<file path="config.mk">
export PLATFORM = sky130hd
export DESIGN_NAME = irq_pin_qualifier
export DESIGN_NICKNAME = d
export VERILOG_FILES = /design/src/rtl/irq_qual_pkg.sv /design/src/rtl/irq_run_detector.sv /design/src/rtl/irq_pin_qualifier.sv
export SDC_FILE = /design/constraint.sdc
export NUM_CORES = 1
export LEC_CHECK = 0
export BUFFER_PORTS_ARGS = -buffer_cell sky130_fd_sc_hd__buf_2
export CAP_MARGIN = 0
export CORE_MARGIN = 5
export CORE_UTILIZATION = 46
export CTS_BUF_LIST = sky130_fd_sc_hd__clkbuf_8
export DETAILED_ROUTE_END_ITERATION = 10
export MAX_ROUTING_LAYER = met4
export PLACE_DENSITY = 0.67
export SLEW_MARGIN = 20
export SYNTH_ARGS = -nofsm -noshare
export SYNTH_HDL_FRONTEND = slang
export SYNTH_HIERARCHICAL = 1
export SYNTH_SLANG_ARGS = --single-unit
</file>
<file path="constraint.sdc">
create_clock -name clk -period 1.5 [get_ports clk]
set_input_delay 0.15 -clock clk [delete_from_list [all_inputs] [get_ports clk]]
set_output_delay 0.15 -clock clk [all_outputs]
set_load 0.05 [all_outputs]
</file>
<file path="src/rtl/irq_qual_pkg.sv">
package irq_qual_pkg;
    localparam int NPIN    = 4;
    localparam int PIN_MSG = 0;
    localparam int PIN_REQ = 2;
    localparam int PIN_ACK = 3;

    typedef enum logic {
        TIMING_SYNC  = 1'b0,
        TIMING_ASYNC = 1'b1
    } timing_e;
endpackage

</file>
<file path="src/rtl/irq_run_detector.sv">
module irq_run_detector #(
    parameter int CNT_W = 3
) (
    input  logic             clk,
    input  logic             rst_n,
    input  logic             en,
    input  logic             smp,
    input  logic [CNT_W-1:0] min_hi,
    input  logic [CNT_W-1:0] min_lo,
    output logic             fire
);
    typedef struct packed {
        logic             lvl;
        logic             qual;
        logic [CNT_W-1:0] run;
    } det_t;

    det_t q, d;
    logic [CNT_W-1:0] run_inc;

    always_comb begin
        d       = q;
        fire    = 1'b0;
        run_inc = (&q.run) ? q.run : q.run + 1'b1;
        if (!en) begin
            d = '0;
        end else if (smp != q.lvl) begin
            d.lvl  = smp;
            d.run  = {{(CNT_W-1){1'b0}}, 1'b1};
            d.qual = smp ? 1'b0 : (q.run >= min_hi);
            fire   = !smp && d.qual && (d.run == min_lo);
        end else begin
            d.run = run_inc;
            fire  = !smp && q.qual && (run_inc == min_lo) && (q.run != min_lo);
        end
    end

    always_ff @(posedge clk) begin
        if (!rst_n) q <= '0;
        else        q <= d;
    end
endmodule

</file>
<file path="src/rtl/irq_pin_qualifier.sv">
module irq_pin_qualifier
    import irq_qual_pkg::*;
#(
    parameter int SYNC_MIN  = 1,
    parameter int ASYNC_MIN = 2
) (
    input  logic            clk,
    input  logic            rst_n,
    input  logic            async_mode,
    input  logic            cfg_pin0_msg,
    input  logic            cfg_pin2_req,
    input  logic            cfg_pin3_ack,
    input  logic [NPIN-1:0] pin_n_i,
    input  logic            ack_req_i,
    input  logic            bus_idle_i,
    output logic [NPIN-1:0] int_pend_o,
    output logic            msg_pend_o,
    output logic            ctl_req_o,
    output logic            ack_drive_o,
    output logic            pin0_rsv_o
);
    localparam int MAXMIN = (ASYNC_MIN > SYNC_MIN) ? ASYNC_MIN : SYNC_MIN;
    localparam int CNT_W  = $clog2(MAXMIN + 1) + 1;

    typedef struct packed {
        logic [NPIN-1:0] s0;
        logic [NPIN-1:0] s1;
        logic [NPIN-1:0] intp;
        logic            msg;
        logic            req;
        logic            ack;
        logic            rsv;
    } top_t;

    top_t q, d;
    timing_e          tmode;
    logic [NPIN-1:0]  smp, fire, en;
    logic [CNT_W-1:0] min_run;

    assign tmode   = timing_e'(async_mode);
    assign min_run = (tmode == TIMING_ASYNC) ? CNT_W'(ASYNC_MIN) : CNT_W'(SYNC_MIN);
    assign smp     = (tmode == TIMING_ASYNC) ? q.s1 : pin_n_i;

    for (genvar i = 0; i < NPIN; i++) begin : g_det
        assign en[i] = (i == PIN_ACK) ? !cfg_pin3_ack : 1'b1;
        irq_run_detector #(.CNT_W(CNT_W)) u_det (
            .clk    (clk),
            .rst_n  (rst_n),
            .en     (en[i]),
            .smp    (smp[i]),
            .min_hi (min_run),
            .min_lo (min_run),
            .fire   (fire[i])
        );
    end

    always_comb begin
        d      = q;
        d.s0   = pin_n_i;
        d.s1   = q.s0;
        d.intp = fire;
        d.msg  = fire[PIN_MSG] && cfg_pin0_msg;
        d.req  = fire[PIN_REQ] && cfg_pin2_req;
        if (cfg_pin0_msg) d.intp[PIN_MSG] = 1'b0;
        if (cfg_pin2_req) d.intp[PIN_REQ] = 1'b0;
        if (!cfg_pin3_ack)    d.ack = 1'b0;
        else if (!bus_idle_i) d.ack = ack_req_i;
    end

    always_ff @(posedge clk) begin
        if (!rst_n) begin
            q     <= '0;
            q.rsv <= !pin_n_i[PIN_MSG];
        end else begin
            q <= d;
        end
    end

    assign int_pend_o  = q.intp;
    assign msg_pend_o  = q.msg;
    assign ctl_req_o   = q.req;
    assign ack_drive_o = q.ack && cfg_pin3_ack;
    assign pin0_rsv_o  = q.rsv;
endmodule

</file>
==> summary.txt <==
Async set-reset flop share out of synthesis -> 0%
Setup slack after layout -> -31.6 ps
Switch share -> 27.3%
RSZ-0062 raised after global routing -> true
Pin count of the biggest net entering global routing -> 22
Antenna violations before repair -> 0
Most used flip-flop cell after synthesis -> dfxtp_1
Number of cell rows -> 24
Initial core utilization -> 46.6%
Tightest Hold Check Type -> in -> reg
Post-placement cell count -> 366
Sequential element share of the synthesized area -> 36.5%
Die Y -> 76.0 µm
Vias after detailed routing -> 1858
Number of distinct library cells after synthesis -> 29
Max-Cap Viols -> 0
CTS max path bufs -> 2
Root Buffer -> clkbuf_8
Logic pwr share -> 21.0%
ANT nets after route -> 0
Post-Layout Cell Count -> 379
Avg Cell Area, Syn -> 8.52 µm²
Setup violators final -> 2
Switching pwr -> 592 µW
Post-DP HPWL -> 3030 µm
Remaining DRCs -> 0
Max-slew violations -> 0
Tmin final -> 1530 ps
Setup crit end kind -> flip-flop
Flop pwr share -> 46.5%
Antenna cell count -> 0
DRT iter0 DRCs -> 74
Drt wl/cell -> 12.3 µm
Vias per cell -> 4.90
First-pass GRT wire length -> 7640 µm
Hold Crit Start -> cfg_pin0_msg
Number of global-route vias before repair -> 1778
Req. time, crit path -> 1740 ps
CP Launch Point -> g_det[0].u_det/q[0]
Fmax -> 653 MHz
Max VDD drop -> 470 µV
Drt total wl -> 4670 µm
Power density cells -> 742 nW/µm²
Placer congestion estimate -> 0.814
Hold Slack -> 27.0 ps
EDFF count, synth -> 1
Cts bufs inserted -> 5
# fillers -> 332
Leakage Power -> 0.00133 µW
Arr. time, crit path -> 1770 ps
Skew final -> 4.25 ps
Width of the die -> 76.0 µm
Die ar. -> 5770 µm²
Remaining Overflow, GRT -> 0
Nets -> 354
P_int -> 1580 µW
GRT Total Usage -> 16.4%
Clock Latency Late Sink -> 290 ps
Clock-pin slew on the worst setup and hold paths -> 70 ps
TritonCTS clock tree -> built
#FFs+latches synth -> 36
Setup WS pre-CTS -> -275 ps
H-Tree Depth -> 2
Input/output buffers -> 19
# IOs -> 20
Hold Vio Cnt, Final -> 0
Failing checks -> negative setup slack
WS Path Type -> reg -> reg
Critical path startpoint category -> flip-flop
First-pass iteration count of the detailed router -> 4
Reg-to-Reg Start -> g_det[0].u_det/q[0]
Total core area -> 4290 µm²
Share of cells above drive strength 1 -> 35.5%
Ratio of final minimum period to clock period -> 102%
Syn Inst Count -> 235
Clk pwr share -> 32.5%
Hold buffer count at cts -> 0
Run status -> finished, violations left
Num Clock Sinks -> 36
Mapped cell area -> 2000 µm²
Area Overhead vs Synth -> 46.0%
Synth warn -> 6
Setup TNS -> -54.5 ps
CP max FO -> 3
kinds of logic after synthesis:
group	after synthesis	synth area share (%)
compound gates	37	11.7
fa+ha+maj	20	12.2
xor+xnor	20	8.74
buf+inv	25	5.62
mux	4	2.19
simple gates	91	22.6
other cells	2	0.375
flops	36	36.5
power groups by stage:
stage                     Combinational [µW]  Clock, µW  Sequential, µW
after CTS                                396        727            1010
after global placement                   351          0            1030
after floorplan                          197          0            1040
final                                    456        705            1010
after detailed placement                 361          0            1030
after global routing                     513        763            1010
critical path, stage by stage, from the launching register on:
cell and delay [ps]:
dfxtp_4 370, buf_6 120, xor2_2 140, nor4_1 300, a21oi_1 90, o32ai_2 270
and3_1 180
metrics by stage:
step / util [%] / instance area, µm² / power [µW]
4_1_cts: 63.4 / 2720 / 2130
5_1_grt: 68.1 / 2930 / 2290
3_5_place_dp: 58.7 / 2520 / 1390
3_3_place_gp: 58.7 / 2520 / 1380
6_report: 68.1 / 2930 / 2170
2_1_floorplan: - / 2120 / 1230
synthesized netlist by cell type, types with 5 or more instances:
library cell / instances / area share, %
nand2_1: 19 / 3.6
buf_4: 5 / 1.9
ha_1: 16 / 10
xor2_1: 8 / 3.5
xnor2_1: 12 / 5.2
nor2_1: 17 / 3.2
o21ai_0: 5 / 1.2
a21oi_1: 16 / 4.0
and2_1: 10 / 3.1
dfxtp_1: 35 / 35
nor3_1: 9 / 2.2
inv_1: 19 / 3.6
nand3_1: 12 / 3.0
and3_1: 6 / 1.9
final timing paths:
kind	endpoint	slack, ps	depth (start not counted)
max	msg_pend_o	-30	6
min reg2reg	q[10]	430	1
min	int_pend_o[0]	30	2
max reg2reg	msg_pend_o	-30	6
timing repair:
item	4_1_cts	5_1_grt
resized for setup	21	30
endpoints found under the setup margin	7	10
buffers inserted	0	5
pin swaps	11	24
hold endpoints to repair	0	0
final cells by class:
| cell class | count | area, µm² | area share [%] |
|---|---|---|---|
| clock buffer | 6 | 82.6 | 2.82 |
| clock inverter | 2 | 7.51 | 0.257 |
| inverter | 20 | 81.3 | 2.78 |
| multi-input combinational | 204 | 1520 | 52.1 |
| sequential | 36 | 749 | 25.6 |
| tap | 52 | 65.1 | 2.22 |
| timing repair buffer | 59 | 415 | 14.2 |
state kept, by name, indices dropped and copies added, names as in the netlist:
register / cells
d: 4
g_det.u_det/q: 20
q: 5
msg_pend_o: 1
int_pend_o: 4
pin0_rsv_o: 1
ctl_req_o: 1
layer usage:
metal	wire [µm]	global-route usage [%]	up-vias
li1	-	-	968
met4	99	7.83	0
met5	0	-	-
met2	2330	26.8	31
met3	185	3.43	8
met1	2050	19.2	851
placed cells by master (no fill, tap or decap), types with 4 or more instances in the layout:
| master | netlist | routed |
|---|---|---|
| o41ai_2 | 0 | 4 |
| clkbuf_8 | 0 | 6 |
| dfxtp_1 | 35 | 26 |
| nor3_1 | 9 | 8 |
| inv_1 | 19 | 18 |
| xnor2_2 | 0 | 4 |
| and2_1 | 10 | 10 |
| ha_1 | 16 | 9 |
| buf_2 | 0 | 19 |
| buf_4 | 5 | 37 |
| nand4_1 | 4 | 4 |
| a21oi_1 | 16 | 12 |
| conb_1 | 2 | 32 |
| nor2_1 | 17 | 17 |
| maj3_2 | 4 | 4 |
| o21ai_0 | 5 | 5 |
| xor2_1 | 8 | 7 |
| nand3_1 | 12 | 11 |
| xnor2_1 | 12 | 8 |
| ha_4 | 0 | 7 |
| a21oi_2 | 0 | 4 |
| nand2_1 | 19 | 19 |
| dfxtp_2 | 0 | 6 |
| a21o_1 | 4 | 4 |
| and3_1 | 6 | 6 |
(Power assumes the default switching activity.)
